===== src/rtl/turn_pkg.sv =====
package turn_pkg;

    localparam int unsigned CELLS    = 9;
    localparam int unsigned POS_W    = $clog2(CELLS + 1);
    localparam int unsigned WIN_W    = 3;
    localparam logic [WIN_W-1:0] WIN_P0 = 3'b001;
    localparam logic [WIN_W-1:0] WIN_P1 = 3'b100;

    typedef struct packed {
        logic player;
    } turn_state_t;

    typedef struct packed {
        logic load;
        logic value;
    } win_action_t;

endpackage


===== src/rtl/move_check.sv =====
module move_check
    import turn_pkg::*;
#(
    parameter int unsigned N_CELLS = CELLS,
    parameter int unsigned PW      = POS_W
) (
    input  logic               clk,
    input  logic               rst,
    input  logic               btn,
    input  logic               btn_strobe,
    input  logic [PW-1:0]      cursor,
    input  logic [N_CELLS-1:0] occ_p0,
    input  logic [N_CELLS-1:0] occ_p1,
    output logic               legal
);

    logic [N_CELLS-1:0] sel;
    logic [N_CELLS-1:0] taken;
    logic               in_range;
    logic               hit;

    for (genvar i = 0; i < N_CELLS; i++) begin : g_sel
        assign sel[i] = (cursor == PW'(i));
    end

    always_comb begin
        taken    = occ_p0 | occ_p1;
        in_range = |sel;
        hit      = |(sel & taken);
        legal    = btn && btn_strobe && in_range && !hit;
    end

    AST_CURSOR_RANGE: assert property (@(posedge clk) disable iff (rst)
        (cursor >= PW'(N_CELLS)) |-> !legal) else $error("cursor out of range gave legal");

endmodule


===== src/rtl/win_decode.sv =====
module win_decode
    import turn_pkg::*;
#(
    parameter int unsigned WW = WIN_W
) (
    input  logic          game_over,
    input  logic [WW-1:0] winner,
    output win_action_t   act
);

    always_comb begin
        act.load  = 1'b0;
        act.value = 1'b0;
        if (game_over) begin
            if (winner == WIN_P0) begin
                act.load  = 1'b1;
                act.value = 1'b0;
            end else if (winner == WIN_P1) begin
                act.load  = 1'b1;
                act.value = 1'b1;
            end
        end
    end

endmodule


===== src/rtl/turn_selector.sv =====
module turn_selector
    import turn_pkg::*;
(
    input  logic             clk,
    input  logic             rst,
    input  logic             playing,
    input  logic             first_player,
    input  logic             btn,
    input  logic             btn_strobe,
    input  logic [POS_W-1:0] cursor,
    input  logic [CELLS-1:0] occ_p0,
    input  logic [CELLS-1:0] occ_p1,
    input  logic             game_over,
    input  logic [WIN_W-1:0] winner,
    output logic             player
);

    turn_state_t st_d, st_q;
    logic        legal;
    win_action_t win_act;

    move_check #(.N_CELLS(CELLS), .PW(POS_W)) u_move (
        .clk       (clk),
        .rst       (rst),
        .btn       (btn),
        .btn_strobe(btn_strobe),
        .cursor    (cursor),
        .occ_p0    (occ_p0),
        .occ_p1    (occ_p1),
        .legal     (legal)
    );

    win_decode #(.WW(WIN_W)) u_win (
        .game_over(game_over),
        .winner   (winner),
        .act      (win_act)
    );

    always_comb begin
        st_d = st_q;
        if (!playing) begin
            st_d.player = first_player;
        end else if (game_over) begin
            if (win_act.load) begin
                st_d.player = win_act.value;
            end
        end else if (legal) begin
            st_d.player = ~st_q.player;
        end
    end

    always_ff @(posedge clk or posedge rst) begin
        if (rst) begin
            st_q <= '0;
        end else begin
            st_q <= st_d;
        end
    end

    assign player = st_q.player;

    AST_RESET_ZERO: assert property (@(posedge clk)
        rst |-> !player) else $error("player not 0 in reset");
    AST_WAIT_FOLLOW: assert property (@(posedge clk) disable iff (rst)
        !playing |=> (player == $past(first_player))) else $error("waiting phase mismatch");
    AST_HOLD_ILLEGAL: assert property (@(posedge clk) disable iff (rst)
        (playing && !game_over && !legal) |=> $stable(player)) else $error("turn changed without move");
    AST_TOGGLE: assert property (@(posedge clk) disable iff (rst)
        (playing && !game_over && legal) |=> (player != $past(player))) else $error("legal move no toggle");
    AST_OVER_P0: assert property (@(posedge clk) disable iff (rst)
        (playing && game_over && winner == WIN_P0) |=> !player) else $error("win code 001 not applied");
    AST_OVER_P1: assert property (@(posedge clk) disable iff (rst)
        (playing && game_over && winner == WIN_P1) |=> player) else $error("win code 100 not applied");
    AST_OVER_OTHER: assert property (@(posedge clk) disable iff (rst)
        (playing && game_over && winner != WIN_P0 && winner != WIN_P1) |=> $stable(player))
        else $error("other code changed turn");

endmodule


===== config.mk =====
export PLATFORM = sky130hd
export DESIGN_NAME = turn_selector
export DESIGN_NICKNAME = d
export VERILOG_FILES = /design/src/rtl/turn_pkg.sv /design/src/rtl/move_check.sv /design/src/rtl/win_decode.sv /design/src/rtl/turn_selector.sv
export SDC_FILE = /design/constraint.sdc
export NUM_CORES = 1
export LEC_CHECK = 0
export BUFFER_PORTS_ARGS = -buffer_cell sky130_fd_sc_hd__buf_2
export CORE_AREA = 2 2 39 41
export CTS_CLUSTER_DIAMETER = 200
export DETAILED_ROUTE_END_ITERATION = 8
export DIE_AREA = 0 0 41 43
export PLACE_DENSITY = 0.58
export SYNTH_ARGS = -nofsm -noshare
export SYNTH_HDL_FRONTEND = slang
export SYNTH_SLANG_ARGS = --single-unit

===== constraint.sdc =====
create_clock -name clk -period 2.55 [get_ports clk]
set_clock_uncertainty 0.1 [all_clocks]
set_input_delay 0.3825 -clock clk [delete_from_list [all_inputs] [get_ports clk]]
set_output_delay 0.3825 -clock clk [all_outputs]
set_load 0.05 [all_outputs]

==> flow_results.xml, run 1 <==
<?xml version="1.0" encoding="UTF-8"?>
<metrics>
  <group name="route">
    <metric name="drtPass1Iterations" unit="">1</metric>
    <metric name="wirelength" unit="microns">700</metric>
    <metric name="route.antenna.remaining_nets" unit="">0</metric>
    <metric name="drt_drc_violations_left" unit="">0</metric>
    <metric name="drt_iter0_markers" unit="">0</metric>
    <metric name="vias" unit="">369</metric>
    <metric name="drt-wirelength-per-cell" unit="microns">8.64</metric>
    <metric name="routed_via_density" unit="">4.56</metric>
  </group>
  <group name="sta">
    <metric name="finalSetupViolCount" unit="">0</metric>
    <metric name="finalHoldViolCount" unit="">0</metric>
    <metric name="hold-worst-slack" unit="ns">0.117</metric>
    <metric name="finalCriticalPeriod" unit="ns">1.81</metric>
    <metric name="period_share" unit="">0.708</metric>
    <metric name="tns" unit="ns">0</metric>
    <metric name="timing.slew.headroom" unit="">0.777</metric>
    <metric name="grt_setup_unrepaired" unit="">false</metric>
    <metric name="timing_worst_slew_pin_value" unit="ns">0.330</metric>
    <metric name="fmax" unit="MHz">554</metric>
    <metric name="slew_viols_final" unit="">0</metric>
  </group>
  <group name="clocking">
    <metric name="clock_latency_on_the_worst_skew_pair" unit="ns">0</metric>
    <metric name="holdBufCountCts" unit="">0</metric>
    <metric name="post_cts_buffers" unit="">0</metric>
    <metric name="post_cts_resized" unit="">0</metric>
    <metric name="clk_pin_slew_worst_paths" unit="ns">0</metric>
  </group>
  <group name="placed_design">
    <metric name="globalplace.congestion" unit="">0.631</metric>
    <metric name="detailedPlacementHpwl" unit="microns">669</metric>
    <metric name="place.port_buffers" unit="">32</metric>
    <metric name="post_dp_cell_area" unit="sq um">422</metric>
  </group>
  <group name="setup_path">
    <metric name="setup.worst_path.class" unit="">in2reg</metric>
    <metric name="crit_chain" unit="">buf_2, or2_1, o22ai_1, o32ai_2, or4_1, and3_1</metric>
    <metric name="path_max_fanout" unit="">6</metric>
    <metric name="buffer_and_inverter_count_on_the_worst_path" unit="">1</metric>
    <metric name="worst_setup_path_end_kind" unit="">flop</metric>
    <metric name="category_of_cells_accounting_for_the_largest_share_of_critical_path_delay" unit="">simple AND/OR/NAND/NOR gates</metric>
    <metric name="worstSetupStartpointType" unit="">primary input</metric>
    <metric name="highest_cell_delay_on_the_worst_timing_path" unit="ns">0.39</metric>
    <metric name="data_required_time_of_the_critical_path" unit="ns">2.33</metric>
    <metric name="worst_path_max_delay_cell" unit="">sky130_fd_sc_hd__or4_1</metric>
    <metric name="critical_path_arrival" unit="ns">1.59</metric>
  </group>
  <group name="logic_synthesis">
    <metric name="synth.cell_area" unit="sq um">241</metric>
    <metric name="syn-num-nets" unit="">65</metric>
    <metric name="yosys_warnings" unit="">0</metric>
    <metric name="synth_largest_type_area_fraction" unit="">0.104</metric>
    <metric name="yosys_register_bits" unit="">1</metric>
    <metric name="fraction_of_the_yosys_area_taken_by_sequential_cells" unit="">0.104</metric>
    <metric name="syn_area_per_cell" unit="sq um">7.32</metric>
    <metric name="synthDistinctLibCells" unit="">25</metric>
    <metric name="synthCells" unit="">33</metric>
    <metric name="synth_area_leader_cell" unit="">sky130_fd_sc_hd__dfrtp_1</metric>
    <metric name="synth.area.top_cells" unit="">sky130_fd_sc_hd__dfrtp_1 10%, sky130_fd_sc_hd__nor2_1 7.8%, sky130_fd_sc_hd__o32ai_2 6.7%</metric>
  </group>
  <group name="layout">
    <metric name="largest_reg_flops" unit="">1</metric>
    <metric name="layout.area.seq" unit="sq um">25.0</metric>
    <metric name="fin_area" unit="sq um">422</metric>
    <metric name="area_taken_by_multi_input_logic_gates" unit="sq um">205</metric>
    <metric name="fillCellCount" unit="">150</metric>
    <metric name="nNetsFinal" unit="">99</metric>
    <metric name="area_growth_syn_to_layout" unit="%">74.6</metric>
    <metric name="antennaDiodeCount" unit="">0</metric>
    <metric name="drive_gt1_frac" unit="">0.523</metric>
  </group>
  <group name="worst_hold_path">
    <metric name="hp-class" unit="">in2async</metric>
  </group>
  <group name="power">
    <metric name="power.density_cell_area" unit="nW/um^2">212</metric>
    <metric name="worst_ir_drop_vdd" unit="mV">0.0592</metric>
    <metric name="fin_total_pwr" unit="uW">89.5</metric>
    <metric name="leakage" unit="uW">0.000213</metric>
  </group>
  <group name="global_routing">
    <metric name="grt_use_total" unit="">0.0840</metric>
    <metric name="grtUsageMet3" unit="">0.00524</metric>
    <metric name="antenna_violations_before_repair" unit="">0</metric>
    <metric name="via_count_of_the_first_global_routing_pass" unit="">312</metric>
    <metric name="grt_use_met2" unit="">0.147</metric>
    <metric name="grt_max_degree" unit="">7</metric>
    <metric name="globalRouteOverflowTotal" unit="">0</metric>
    <metric name="global_route.peak_usage_layer" unit="">met2</metric>
    <metric name="grt_use_met1" unit="">0.114</metric>
    <metric name="grt_pass1_wl" unit="microns">1120</metric>
  </group>
  <group name="run_status">
    <metric name="outcome" unit="">finished clean</metric>
  </group>
  <group name="floorplan">
    <metric name="die_height" unit="microns">43</metric>
    <metric name="horizontal_die_dimension" unit="microns">41</metric>
    <metric name="coreArea" unit="sq um">1380</metric>
    <metric name="i_o_pin_count" unit="">33</metric>
    <metric name="floorplan.initialDensity" unit="">0.175</metric>
    <metric name="core.rowCount" unit="">14</metric>
    <metric name="die-area" unit="sq um">1760</metric>
  </group>
  <group name="job">
    <metric name="maxCapViolations" unit="">0</metric>
  </group>
</metrics>
cell usage in the layout (no fill, tap or decap), types with 2 or more instances in the layout:
master	instances
sky130_fd_sc_hd__nor2_1	5
sky130_fd_sc_hd__buf_2	32
sky130_fd_sc_hd__o21ai_0	2
sky130_fd_sc_hd__nand2b_1	2
sky130_fd_sc_hd__inv_1	3
cell type report:
cell class,count,share of cell area
multi-input combinational,29,0.487
sequential,1,0.0593
timing repair buffer,32,0.380
inverter,3,0.0267
tap,16,0.0475
final timing paths:
kind	from	slack, ns	depth (start not counted)	endpoint
worst min-delay path	rst	0.12	2	player$_DFFE_PP0P_
worst max register to register	player$_DFFE_PP0P_	1.27	2	player$_DFFE_PP0P_
worst max-delay path	cursor[1]	0.74	6	player$_DFFE_PP0P_
worst min register to register	player$_DFFE_PP0P_	0.54	2	player$_DFFE_PP0P_
max in group asynchronous	rst	2.14	2	player$_DFFE_PP0P_
min in group clk	player$_DFFE_PP0P_	0.54	2	player$_DFFE_PP0P_
Yosys cell counts:
master / instances
sky130_fd_sc_hd__dfrtp_1: 1
sky130_fd_sc_hd__a21oi_1: 1
sky130_fd_sc_hd__o311a_1: 1
sky130_fd_sc_hd__nor2_1: 5
sky130_fd_sc_hd__or2_1: 1
sky130_fd_sc_hd__o41ai_1: 1
sky130_fd_sc_hd__mux2i_1: 1
sky130_fd_sc_hd__a211oi_1: 1
sky130_fd_sc_hd__o211ai_1: 1
sky130_fd_sc_hd__nand4b_1: 1
sky130_fd_sc_hd__o22ai_1: 1
sky130_fd_sc_hd__or4_1: 1
sky130_fd_sc_hd__or3b_1: 1
sky130_fd_sc_hd__o211ai_2: 1
sky130_fd_sc_hd__nand2b_1: 2
sky130_fd_sc_hd__inv_1: 3
sky130_fd_sc_hd__and3_1: 1
sky130_fd_sc_hd__o21ai_0: 2
sky130_fd_sc_hd__o32ai_1: 1
sky130_fd_sc_hd__xnor2_1: 1
sky130_fd_sc_hd__nor3_1: 1
sky130_fd_sc_hd__o32ai_2: 1
sky130_fd_sc_hd__nand2_1: 1
sky130_fd_sc_hd__a311o_1: 1
sky130_fd_sc_hd__nor4_1: 1
logic make-up after synthesis:
logic type                count (synthesis)  share of synthesized area
xor gates and xnor gates                  1                     0.0363
buffers and inverters                     3                     0.0466
and+or+nand+nor                          15                      0.347
DFF                                       1                      0.104
AOI/OAI and AO/OA                        12                      0.425
muxes                                     1                     0.0415
layer usage:
layer	part of all wire	wire, microns	vias up
met3	0.15	107	0
met2	0.42	297	28
li1	-	-	196
met1	0.42	295	145
met4	0	0	0
met5	0	0	-
stage by stage:
| step | instances | utilization | setup slack, ns |
|---|---|---|---|
| 6_report | 81 | 0.305 | 0.744 |
| 5_1_grt | 81 | 0.305 | 0.658 |
| 4_1_cts | 81 | 0.305 | 0.738 |
| 3_5_place_dp | 81 | 0.305 | 0.737 |
| 3_3_place_gp | 81 | 0.305 | 0.754 |
| 2_1_floorplan | 33 | - | 0.934 |
where the power goes:
| group | leakage, uW | internal [uW] | switching (uW) |
|---|---|---|---|
| combinational | 0.000201 | 34.4 | 34.0 |
| clock | 0 | 0 | 0 |
| sequential | 0.0000125 | 18.9 | 2.35 |
Note: power is estimated with default switching activity, not from simulation.
==> run 2: changes to the inputs <==
- ABC_AREA: default -> 1
- PLACE_DENSITY: 0.58 -> 0.65
- clock period: 2.55 -> 1.7 ns (I/O delays scaled with it)
==> flow_results.xml, run 2 <==
<?xml version="1.0" encoding="UTF-8"?>
<metrics>
  <group name="run_status">
    <metric name="outcome" unit="">finished clean</metric>
  </group>
  <group name="setup_path">
    <metric name="crit_chain" unit="">buf_2, nor2_2, nand3b_1, a21oi_2, nand3_2, nand3_1, nand2_1</metric>
    <metric name="regToRegSetupSlack" unit="ns">0.76</metric>
    <metric name="critical_path_arrival" unit="ns">1.00</metric>
    <metric name="category_of_cells_accounting_for_the_largest_share_of_critical_path_delay" unit="">simple AND/OR/NAND/NOR gates</metric>
    <metric name="data_required_time_of_the_critical_path" unit="ns">1.48</metric>
    <metric name="setup.worst_path.class" unit="">in2reg</metric>
    <metric name="worst_setup_path_end_kind" unit="">flop</metric>
    <metric name="path_max_fanout" unit="">4</metric>
    <metric name="buffer_and_inverter_count_on_the_worst_path" unit="">1</metric>
    <metric name="highest_cell_delay_on_the_worst_timing_path" unit="ns">0.15</metric>
    <metric name="worst_path_max_delay_cell" unit="">sky130_fd_sc_hd__nor2_2</metric>
    <metric name="worstSetupStartpointType" unit="">primary input</metric>
  </group>
  <group name="logic_synthesis">
    <metric name="synth.top_cells.by_count" unit="">23 x sky130_fd_sc_hd__inv_1, 18 x sky130_fd_sc_hd__nand2_1, 10 x sky130_fd_sc_hd__nand3_1</metric>
    <metric name="synth.cell_area" unit="sq um">324</metric>
    <metric name="synth_area_leader_cell" unit="">sky130_fd_sc_hd__inv_1</metric>
    <metric name="ys_async_sr_fraction" unit="">1.00</metric>
    <metric name="syn-num-nets" unit="">100</metric>
    <metric name="fraction_of_the_yosys_area_taken_by_sequential_cells" unit="">0.0772</metric>
    <metric name="yosysMostFrequentCell" unit="">sky130_fd_sc_hd__inv_1</metric>
    <metric name="synthDistinctLibCells" unit="">12</metric>
    <metric name="synth.area.top_cells" unit="">sky130_fd_sc_hd__inv_1 27%, sky130_fd_sc_hd__nand2_1 21%, sky130_fd_sc_hd__nand3_1 15%</metric>
    <metric name="yosys_register_bits" unit="">1</metric>
    <metric name="yosys_warnings" unit="">0</metric>
    <metric name="synth_largest_type_area_fraction" unit="">0.266</metric>
    <metric name="synthCells" unit="">68</metric>
    <metric name="synth-edff-count" unit="">0</metric>
    <metric name="synth_flop_cell" unit="">sky130_fd_sc_hd__dfrtp_1</metric>
    <metric name="syn_area_per_cell" unit="sq um">4.77</metric>
  </group>
  <group name="layout">
    <metric name="fillCellCount" unit="">168</metric>
    <metric name="area_growth_syn_to_layout" unit="%">58.7</metric>
    <metric name="drive_gt1_frac" unit="">0.376</metric>
    <metric name="fin_area" unit="sq um">514</metric>
    <metric name="area_taken_by_multi_input_logic_gates" unit="sq um">213</metric>
    <metric name="nNetsFinal" unit="">135</metric>
    <metric name="antennaDiodeCount" unit="">0</metric>
    <metric name="most_frequent_cells_in_the_layout" unit="">32 x sky130_fd_sc_hd__buf_2, 23 x sky130_fd_sc_hd__inv_1, 18 x sky130_fd_sc_hd__nand2_1, 10 x sky130_fd_sc_hd__nand3_1, 6 x sky130_fd_sc_hd__nor2_1</metric>
    <metric name="commonest_non_fill_non_tap_cell_in_the_layout" unit="">sky130_fd_sc_hd__buf_2</metric>
    <metric name="layout.area.seq" unit="sq um">25.0</metric>
    <metric name="largest_reg_flops" unit="">1</metric>
  </group>
  <group name="global_routing">
    <metric name="grt_use_total" unit="">0.0870</metric>
    <metric name="globalRouteOverflowTotal" unit="">0</metric>
    <metric name="global_route.peak_usage_layer" unit="">met2</metric>
    <metric name="grt_use_met2" unit="">0.159</metric>
    <metric name="antenna_violations_before_repair" unit="">0</metric>
    <metric name="grt_max_degree" unit="">5</metric>
    <metric name="grtUsageMet3" unit="">0</metric>
    <metric name="grt_use_met1" unit="">0.114</metric>
    <metric name="grt_pass1_wl" unit="microns">1160</metric>
    <metric name="via_count_of_the_first_global_routing_pass" unit="">350</metric>
  </group>
  <group name="floorplan">
    <metric name="i_o_pin_count" unit="">33</metric>
    <metric name="core.rowCount" unit="">14</metric>
    <metric name="coreArea" unit="sq um">1380</metric>
    <metric name="die-area" unit="sq um">1760</metric>
    <metric name="horizontal_die_dimension" unit="microns">41</metric>
    <metric name="die_height" unit="microns">43</metric>
    <metric name="floorplan.initialDensity" unit="">0.234</metric>
  </group>
  <group name="power">
    <metric name="comb_power_share" unit="">0.772</metric>
    <metric name="power.density_cell_area" unit="nW/um^2">259</metric>
    <metric name="leakage" unit="uW">0.000363</metric>
    <metric name="pwr-share-clk" unit="">0</metric>
    <metric name="power.share.switching" unit="">0.428</metric>
    <metric name="internal_power" unit="uW">76.0</metric>
    <metric name="fin_total_pwr" unit="uW">133</metric>
    <metric name="seq_power_share" unit="">0.228</metric>
    <metric name="worst_ir_drop_vdd" unit="mV">0.0858</metric>
    <metric name="switching_power" unit="uW">56.9</metric>
  </group>
  <group name="worst_hold_path">
    <metric name="hp-class" unit="">reg2reg</metric>
  </group>
  <group name="route">
    <metric name="wirelength" unit="microns">791</metric>
    <metric name="drt_iter0_markers" unit="">2</metric>
    <metric name="drt_drc_violations_left" unit="">0</metric>
    <metric name="drtPass1Iterations" unit="">4</metric>
    <metric name="drt-wirelength-per-cell" unit="microns">6.76</metric>
    <metric name="route.antenna.remaining_nets" unit="">0</metric>
    <metric name="vias" unit="">470</metric>
    <metric name="routed_via_density" unit="">4.02</metric>
  </group>
  <group name="clocking">
    <metric name="post_cts_buffers" unit="">0</metric>
    <metric name="clock_latency_on_the_worst_skew_pair" unit="ns">0</metric>
    <metric name="clk_pin_slew_worst_paths" unit="ns">0</metric>
  </group>
  <group name="sta">
    <metric name="tns" unit="ns">0</metric>
    <metric name="finalSetupViolCount" unit="">0</metric>
    <metric name="fmax" unit="MHz">821</metric>
    <metric name="finalHoldViolCount" unit="">0</metric>
    <metric name="slew_viols_final" unit="">0</metric>
    <metric name="grt_setup_unrepaired" unit="">false</metric>
    <metric name="period_share" unit="">0.717</metric>
    <metric name="timing.slew.headroom" unit="">0.836</metric>
    <metric name="finalCriticalPeriod" unit="ns">1.22</metric>
    <metric name="timing_worst_slew_pin_value" unit="ns">0.247</metric>
  </group>
  <group name="placed_design">
    <metric name="post_dp_cell_area" unit="sq um">504</metric>
    <metric name="globalplace.congestion" unit="">0.682</metric>
    <metric name="detailedPlacementHpwl" unit="microns">729</metric>
    <metric name="place.port_buffers" unit="">32</metric>
  </group>
  <group name="job">
    <metric name="maxCapViolations" unit="">0</metric>
  </group>
</metrics>
-- run 2: power by group through the flow --
| stage | Sequential [uW] | Clock (uW) | Combinational (uW) |
|---|---|---|---|
| 2_1_floorplan | 42.6 | 0 | 41.3 |
| 3_3_place_gp | 30.3 | 0 | 100 |
| 3_5_place_dp | 30.4 | 0 | 102 |
| 4_1_cts | 30.4 | 0 | 104 |
| 5_1_grt | 30.4 | 0 | 116 |
| 6_report | 30.3 | 0 | 103 |
-- run 2: routing by layer --
metal	up-vias	routed length, microns
li1	266	-
met1	183	337
met2	21	362
met3	0	90
met4	0	0
met5	-	0
-- run 2: final timing paths --
path | start | end | cells past startpoint
worst min-delay path | player$_DFFE_PP0P_ | player$_DFFE_PP0P_ | 2
min in group asynchronous | rst | player$_DFFE_PP0P_ | 3
worst max register to register | player$_DFFE_PP0P_ | player$_DFFE_PP0P_ | 4
worst max-delay path | cursor[1] | player$_DFFE_PP0P_ | 7
worst min register to register | player$_DFFE_PP0P_ | player$_DFFE_PP0P_ | 2
max in group asynchronous | rst | player$_DFFE_PP0P_ | 3
-- run 2: worst reg2reg max path: stages, from the launching register on --
cell	delay (ns)
sky130_fd_sc_hd__dfrtp_1	0.37
sky130_fd_sc_hd__o211ai_1	0.17
sky130_fd_sc_hd__o21a_1	0.14
sky130_fd_sc_hd__nand2_1	0.05
sky130_fd_sc_hd__nand2_1	0.05
-- run 2: area by class of cell --
class                           instances  area share
Multi-Input combinational cell         44       0.414
Tap cell                               16      0.0389
Sequential cell                         1      0.0487
Timing Repair Buffer                   33       0.331
Inverter                               23       0.168
-- run 2: cells by family (layout without fill, tap and decap cells) --
logic type	after synthesis	after routing	synth area share
AO/OA/AOI/OAI	4	4	0.0927
buffers and inverters	23	56	0.266
flip-flops	1	1	0.0772
AND/OR/NAND/NOR	40	40	0.564
-- run 2: timing repair --
action	4_1_cts	5_1_grt
gates resized for setup	0	0
hold endpoints to repair	1	0
hold buffers	1	0
-- run 2: stage by stage --
step                utilization  cells  worst slack, ns  hold slack, ns
floorplan                     -     68            0.499          -0.116
global placement          0.364    116            0.488         -0.0111
detailed placement        0.364    116            0.476         -0.0105
CTS                       0.372    117            0.468           0.433
global route              0.372    117            0.382           0.452
finish                    0.372    117            0.482           0.424
